## config.mk

```make
export PLATFORM = sky130hd
export DESIGN_NAME = qdac_cmd_tx
export DESIGN_NICKNAME = d
export VERILOG_FILES = /design/src/rtl/qdac_pkg.sv /design/src/rtl/qdac_tick.sv /design/src/rtl/qdac_seq.sv /design/src/rtl/qdac_cmd_tx.sv
export SDC_FILE = /design/constraint.sdc
export NUM_CORES = 1
export LEC_CHECK = 0
export ABC_AREA = 1
export BUFFER_PORTS_ARGS = -buffer_cell sky130_fd_sc_hd__buf_2
export CORE_ASPECT_RATIO = 0.8
export CORE_MARGIN = 5
export CORE_UTILIZATION = 45
export CTS_CLUSTER_DIAMETER = 40
export DETAILED_ROUTE_END_ITERATION = 7
export PLACE_DENSITY = 0.66
export SLEW_MARGIN = 10
export SYNTH_ARGS = -nofsm -noshare
export SYNTH_HDL_FRONTEND = slang
export SYNTH_SLANG_ARGS = --single-unit
```

## constraint.sdc

```tcl
create_clock -name clk -period 3 [get_ports clk]
set_input_delay 0 -clock clk [delete_from_list [all_inputs] [get_ports clk]]
set_output_delay 0 -clock clk [all_outputs]
set_load 0.01 [all_outputs]
```

## src/rtl/qdac_pkg.sv

```systemverilog
package qdac_pkg;

    localparam int CHAN_W     = 2;
    localparam int VAL_W      = 8;
    localparam int FRAME_BITS = CHAN_W + 1 + VAL_W;
    localparam int BIT_W      = $clog2(FRAME_BITS);

    typedef enum logic [1:0] {
        ST_IDLE,
        ST_SHIFT,
        ST_LOAD,
        ST_UPD
    } qdac_state_e;

    typedef struct packed {
        qdac_state_e             state;
        logic [FRAME_BITS-1:0]   shreg;
        logic [BIT_W-1:0]        bitn;
        logic                    imm;
        logic                    done;
    } qdac_seq_t;

endpackage

```

## src/rtl/qdac_tick.sv

```systemverilog
// Bit-period phase counter: a high half then a low half of HALF_CLKS each.
module qdac_tick #(
    parameter int HALF_CLKS = 4
) (
    input  logic clk,
    input  logic rst_n,
    input  logic run,
    output logic low_half,
    output logic period_end
);
    localparam int PERIOD = 2 * HALF_CLKS;
    localparam int CW     = (PERIOD > 2) ? $clog2(PERIOD) : 1;

    logic [CW-1:0] cnt_d, cnt_q;

    always_comb begin
        cnt_d      = cnt_q;
        period_end = (cnt_q == CW'(PERIOD - 1));
        low_half   = (cnt_q >= CW'(HALF_CLKS));
        if (!run) begin
            cnt_d = '0;
        end else if (period_end) begin
            cnt_d = '0;
        end else begin
            cnt_d = cnt_q + CW'(1);
        end
    end

    always_ff @(posedge clk or negedge rst_n) begin
        if (!rst_n) cnt_q <= '0;
        else        cnt_q <= cnt_d;
    end
endmodule

```

## src/rtl/qdac_seq.sv

```systemverilog
// Command sequencer: frame shifting, load strobe, load-DAC control.
module qdac_seq
    import qdac_pkg::*;
(
    input  logic              clk,
    input  logic              rst_n,
    input  logic              req_valid,
    output logic              req_ready,
    input  logic [CHAN_W-1:0] req_chan,
    input  logic              req_range,
    input  logic [VAL_W-1:0]  req_value,
    input  logic              req_defer,
    input  logic              upd_valid,
    input  logic              low_half,
    input  logic              period_end,
    output logic              run,
    output logic              sclk,
    output logic              sdata,
    output logic              load_n,
    output logic              ldac_n,
    output logic              busy,
    output logic              done
);
    qdac_seq_t r_q, r_d;

    always_comb begin
        r_d       = r_q;
        r_d.done  = 1'b0;
        req_ready = (r_q.state == ST_IDLE) && !upd_valid;

        unique case (r_q.state)
            ST_IDLE: begin
                if (upd_valid) begin
                    r_d.state = ST_UPD;
                end else if (req_valid) begin
                    r_d.state = ST_SHIFT;
                    r_d.shreg = {req_chan, req_range, req_value};
                    r_d.bitn  = '0;
                    r_d.imm   = !req_defer;
                end
            end
            ST_SHIFT: begin
                if (period_end) begin
                    r_d.shreg = {r_q.shreg[FRAME_BITS-2:0], 1'b0};
                    if (r_q.bitn == BIT_W'(FRAME_BITS - 1)) begin
                        r_d.state = ST_LOAD;
                    end else begin
                        r_d.bitn = r_q.bitn + BIT_W'(1);
                    end
                end
            end
            ST_LOAD: begin
                if (period_end) begin
                    r_d.state = ST_IDLE;
                    r_d.imm   = 1'b0;
                    r_d.done  = 1'b1;
                end
            end
            ST_UPD: begin
                if (period_end) begin
                    r_d.state = ST_IDLE;
                    r_d.done  = 1'b1;
                end
            end
            default: r_d.state = ST_IDLE;
        endcase
    end

    always_ff @(posedge clk or negedge rst_n) begin
        if (!rst_n) begin
            r_q.state <= ST_IDLE;
            r_q.shreg <= '0;
            r_q.bitn  <= '0;
            r_q.imm   <= 1'b0;
            r_q.done  <= 1'b0;
        end else begin
            r_q <= r_d;
        end
    end

    always_comb begin
        run    = (r_q.state != ST_IDLE);
        busy   = run;
        done   = r_q.done;
        sclk   = !((r_q.state == ST_SHIFT) && low_half);
        sdata  = (r_q.state == ST_SHIFT) ? r_q.shreg[FRAME_BITS-1] : 1'b0;
        load_n = (r_q.state != ST_LOAD);
        ldac_n = !((r_q.state == ST_UPD) ||
                   (r_q.imm && ((r_q.state == ST_SHIFT) || (r_q.state == ST_LOAD))));
    end
endmodule

```

## src/rtl/qdac_cmd_tx.sv

```systemverilog
module qdac_cmd_tx #(
    parameter int HALF_CLKS = 4
) (
    input  logic       clk,
    input  logic       rst_n,
    input  logic       req_valid,
    output logic       req_ready,
    input  logic [1:0] req_chan,
    input  logic       req_range,
    input  logic [7:0] req_value,
    input  logic       req_defer,
    input  logic       upd_valid,
    output logic       sclk,
    output logic       sdata,
    output logic       load_n,
    output logic       ldac_n,
    output logic       busy,
    output logic       done
);
    logic run, low_half, period_end;

    qdac_tick #(.HALF_CLKS(HALF_CLKS)) u_tick (
        .clk        (clk),
        .rst_n      (rst_n),
        .run        (run),
        .low_half   (low_half),
        .period_end (period_end)
    );

    qdac_seq u_seq (
        .clk        (clk),
        .rst_n      (rst_n),
        .req_valid  (req_valid),
        .req_ready  (req_ready),
        .req_chan   (req_chan),
        .req_range  (req_range),
        .req_value  (req_value),
        .req_defer  (req_defer),
        .upd_valid  (upd_valid),
        .low_half   (low_half),
        .period_end (period_end),
        .run        (run),
        .sclk       (sclk),
        .sdata      (sdata),
        .load_n     (load_n),
        .ldac_n     (ldac_n),
        .busy       (busy),
        .done       (done)
    );
endmodule

```

; ---- Yosys cells after proc, flatten, opt, wreduce, memory -nomap -nowiden
; Index checks and enable logic that the tools add are counted.
[word_totals]
out_inout_bits = 7
elab_cells = 57
register_bits = 22
in_bits = 16
[classes]
reduce_logical = 18
add_sub_neg = 2
magnitude_cmp = 1
eq_ne = 14
muxes = 16
[ops]
columns = operator, n
row1 = one-hot mux 15 bit (2 select lines), 1
row2 = two-way mux 18 bit, 1
row3 = two-way mux 17 bit, 1
row4 = two-way mux 16 bit, 1
row5 = inequality test 2 bit (second input constant), 6
row6 = AND reduction 4 bit, 3
row7 = two-way mux 2 bit, 4
row8 = two-way mux 3 bit, 2
row9 = one-hot mux 2 bit (3 select lines), 1
row10 = nonzero test 2 bit, 3
row11 = AND reduction 5 bit, 1
row12 = adder 4 x 1 -> 4 bit (second input constant), 1
row13 = equality test 2 bit (second input constant), 2
row14 = equality test 4 bit (second input constant), 1
row15 = logical NOT 1 bit, 4
row16 = two-way mux 4 bit, 1
row17 = inequality test 2 x 1 -> 1 bit (second input constant), 2
row18 = one-hot mux 1 bit (2 select lines), 2
row19 = adder 3 x 1 -> 3 bit (second input constant), 1
row20 = equality test 3 bit (second input constant), 1
row21 = >= comparator 3 bit (second input constant), 1
row22 = logical AND 1 bit, 3
row23 = inequality test 3 bit (second input constant), 1
row24 = equality test 2 x 1 -> 1 bit (second input constant), 1
row25 = other kinds (4), 6

; ---- Logic depth before layout (Yosys ltp)
[depth]
word_depth = 5
ltp_mapped = 11
ltp_nobuf = 10

; ---- Modules after synthesis
; A second synthesis with hierarchy kept.
[hier_totals]
cells_unflattened = 174
area_unflattened_um2 = 1325.0
[by_module_without_submodules]
columns = module, instances, area_each_um2, cells_each, seq_area_each_um2
row1 = qdac_seq, 1, 1178.6, 159, 475.5
row2 = qdac_tick, 1, 146.4, 15, 75.1

; ---- Least setup slack after synthesis
; OpenSTA, ideal clock, no wires.
[synth_path]
kind = register to register
startpoint = register u_seq.r_q[17] in the netlist's numbering
endpoint = register u_seq.r_q[8] in the netlist's numbering
t_required_ns = 2.883
path_stages_with_launch = 10
arrival_time_ns = 1.325
synth_period_minus_slack_ns = 1.442
n_path_buf = 2
path_slack_ns = 1.558
setup_time_ns = 0.117
path_cell_list = dfrtp_1 inv_1 ha_1 buf_4 inv_2 o21ai_1 nor2_4 buf_6 nand2_1 o21ai_2
[synth_via]
elab_chain_cells = 3
elab_cells_between_ends = 8
classes_between = 4 x eq/ne / 1 x mux / 3 x reduce/logical
[synth_lines]
columns = element, line
row1 = start: declaration, qdac_seq.sv:24  ; qdac_seq_t r_q, r_d;
row2 = start signal: assignment, qdac_seq.sv:77  ; r_q <= r_d;
row3 = equality test 2 x 1 -> 1 bit or logical NOT 2 bit (tied branches), qdac_seq.sv:31  ; unique case (r_q.state)
row4 = inequality test 2 bit (no source line) or nonzero test 2 bit (tied branches), -
row5 = AND reduction 4 bit (no source line), -
; Parallel ways exist; a longest one is shown, timed or not.
; A chain may end at the register's enable or synchronous reset.

; ---- Worst setup path in the final report
[layout_path]
startpoint = register u_seq.r_q[18] in the netlist's numbering
endpoint = register u_seq.r_q[5] in the netlist's numbering
[layout_via]
elab_chain_cells = 3
elab_cells_between_ends = 9
classes_between = 5 x eq/ne / 1 x mux / 3 x reduce/logical
[layout_lines]
columns = element, line
row1 = equality test 2 x 1 -> 1 bit or logical NOT 2 bit (tied branches), qdac_seq.sv:31
row2 = inequality test 2 bit (no source line) or nonzero test 2 bit (tied branches), -
row3 = AND reduction 5 bit (no source line), -
; Parallel ways exist; a longest one is shown, timed or not.

==> metrics.md <==
| Metric | Value |
|---|---|
| Post-CTS sizing | 0 |
| Nets@finish | 221 |
| Slew headroom | roughly 64% |
| Synth area leaders | dfrtp_1 (42%), nand2_1 (16%), ha_1 (8.7%) |
| Non-Filler Instances | about 230 |
| Final Hold Vio Count | 0 |
| GPL Wtd Cong | 0.809 |
| FF-to-FF End | u_seq.r_q[5] |
| Critical path peak fanout | 24 |
| Internal reg-to-reg setup slack | between 0.8 and 0.9 ns |
| Most frequent cells in the layout | nand2_1 (54), inv_1 (23), buf_2 (22), dfrtp_1 (22), o21ai_0 (15) |
| Antenna fix cells | 0 |
| Setup TNS | 0 ns |
| WL final | about 2600 um |
| Initial Util | a little under half |
| Post-CTS Setup Inserts | 0 |
| Power density over the cells | roughly 900 nW/um2 |
| Placed Cells | 223 |
| Critical Path Sink Type | flop |
| Status | finished, final reports clean |
| DRT iter0 DRCs | between 40 and 50 |
| CTS tree | built |
| Final setup fails | 0 |
| Post-layout min period | approximately 2.2 ns |
| HPWL after detailed placement | 1960 um |
| Total core area | ~2800 um2 |
| Reg2reg path depth | 9 |
| Mapped Cells | 168 |
| Yosys cell types | 22 |
| Hold Path Class | primary input to flop |
| Worst-Skew Late Latency | around 0.30 ns |
| Crit path kind | flop to flop |
| DIE WIDTH | about 70 um |
| Avg WL per Cell | roughly 11 um |
| Synthesized Nets | slightly below 200 |
| Post-synthesis sequential area ratio | between 40 and 50% |
| Commonest non-fill, non-tap cell in the layout | nand2_1 |
| Arrival time worst endpoint | 2.37 ns |
| Hold path depth | 5 |
| Min-delay src | req_value[1] |
| Initial antenna violation count | 0 |
| Post-layout util | a little over half |
| Cell taking the most area after synthesis | dfrtp_1 |
| RSZ-0062 raised after global routing | no |
| LEAKAGE | a little over 0.8 nW |
| Proportion of layout cells with a drive suffix above 1 | 20.1% |
| Hold EP | u_seq.r_q[7] |
| Final hold slack | between 0.009 and 0.01 ns |
| H-tree depth | 1 |
| Num Clock Sinks | 22 |
| Post-Syn Area | between 1000 and 1500 um2 |
| Row count | 17 |
| Worst-path clk slew | between 0.1 and 0.15 ns |
| Tcrit/Tclk final | approximately 72% |
| Placed Area | 1420 um2 |
| DRC | 0 |
| Max clock buf depth | 2 |
| Design Area, Final | 1500 um2 |
| Flops & latches, synth | 22 |
| Drt pass-1 iters | 4 |
| I/O pin total | 23 |
| Routed vias/inst | 4.72 |
| P&R area growth vs syn | 15.5% |
| Global-route wire length before repair | about 4600 um |
| Die span in y | between 50 and 60 um |
| Setup crit start kind | flop |
| Required time of the worst setup path | 3.21 ns |
| Vias | 1095 |
| Vias in the first global route | 1079 |
| Area share of the leading cell type in the synthesized netlist | between 40% and 50% |
| Clk root buf | clkbuf_4 |
| Worst reg2reg path startpoint | u_seq.r_q[18] |
| Max IR drop VDD | 0.412 mV |
| Max_cap viols | 0 |
| Worst slew pin tran | ~0.53 ns |
| Fmax | between 400 and 500 MHz |
| Slew Limit Fails | 0 |
| Worst-case clock skew | roughly 0.0013 ns |
| Largest net degree at the start of global routing | 25 |
| I/O Buffers | 22 |
| Final ANT Viol Nets | 0 |
| GRT Total Usage | about 14% |
| Avg Inst Size Synth | roughly 7.7 um2 |
| Cts bufs inserted | 3 |
| Die Area | just over 4000 um2 |
| Overflow after GRT | 0 |
| Ys Warns | 0 |
kinds of logic after synthesis:
logic type                 count (synthesis)  share of synthesized area (%)
AOI/OAI and AO/OA                         28                           13.2
xor gates and xnor gates                   1                          0.673
adders and majority gates                  9                           8.65
buffers and inverters                     30                           10.2
DFF                                       22                           42.3
and+or+nand+nor                           78                           25.0
final cells by class:
| class | instances | area (um2) |
|---|---|---|
| fill | 284 | 1260 |
| multi-input combinational | 116 | 618 |
| sequential | 22 | 551 |
| timing repair buffer | 28 | 170 |
| inverter | 25 | 93.8 |
| tap | 38 | 47.5 |
| clock buffer | 3 | 22.5 |
metrics by stage:
step	total power [mW]	setup slack (ns)
final	1.35	0.834
after global routing	1.49	0.592
after CTS	1.37	0.809
after detailed placement	1.22	0.856
after global placement	1.19	0.959
after floorplan	1.09	1.56
layer usage:
metal	share of wire, %	routed length, um	GRT usage, %
met2	47	1230	24.5
met3	6.6	173	4.85
met4	0.69	18	2.73
met1	46	1210	16.9
met5	0	0	0
repair_timing:
| item | in CTS | in global routing |
|---|---|---|
| setup endpoints to repair | 0 | 0 |
| endpoints found under the hold margin | 26 | 0 |
| hold buffers | 6 | 0 |
worst max-delay path by stage:
stage	from	endpoint	depth (start not counted)
final	u_seq.r_q[18]	u_seq.r_q[5]	9
after global routing	u_seq.r_q[18]	u_seq.r_q[5]	9
after CTS	u_seq.r_q[18]	u_seq.r_q[5]	9
after detailed placement	u_seq.r_q[18]	u_seq.r_q[5]	9
after global placement	u_seq.r_q[18]	u_seq.r_q[3]	9
after floorplan	u_seq.r_q[17]	u_seq.r_q[8]	9
flip-flops by register name, indices dropped and copies added (netlist names):
register and flops:
u_seq.r_q 18, u_tick.cnt_q 3, u_seq.done 1
report_power, final:
part,switching (mW),internal (mW),total [mW]
combinational,0.494,0.256,0.750
clock,0.0875,0.0468,0.134
sequential,0.0520,0.414,0.466
total,0.633,0.717,1.35
worst max-delay path, stage by stage, from the launching register on:
cell and delay, ns:
dfrtp_1 0.42, inv_1 0.10, ha_1 0.32, inv_2 0.22, nand2_2 0.11, nand2_2 0.07, nor2_4 0.45, nand2_1 0.21
nand2_1 0.10, nand2_1 0.06
synthesized netlist by cell type (all sizes together):
library cell and number:
a21oi 1, inv 25, o21bai 2, nand2 57
nor2 13, nand4 2, o21ai 25, clkbuf 1
nand3 4, ha 9, xor2 1, nor3 2
dfrtp 22, buf 4
Power figures use the tool's default switching activity.
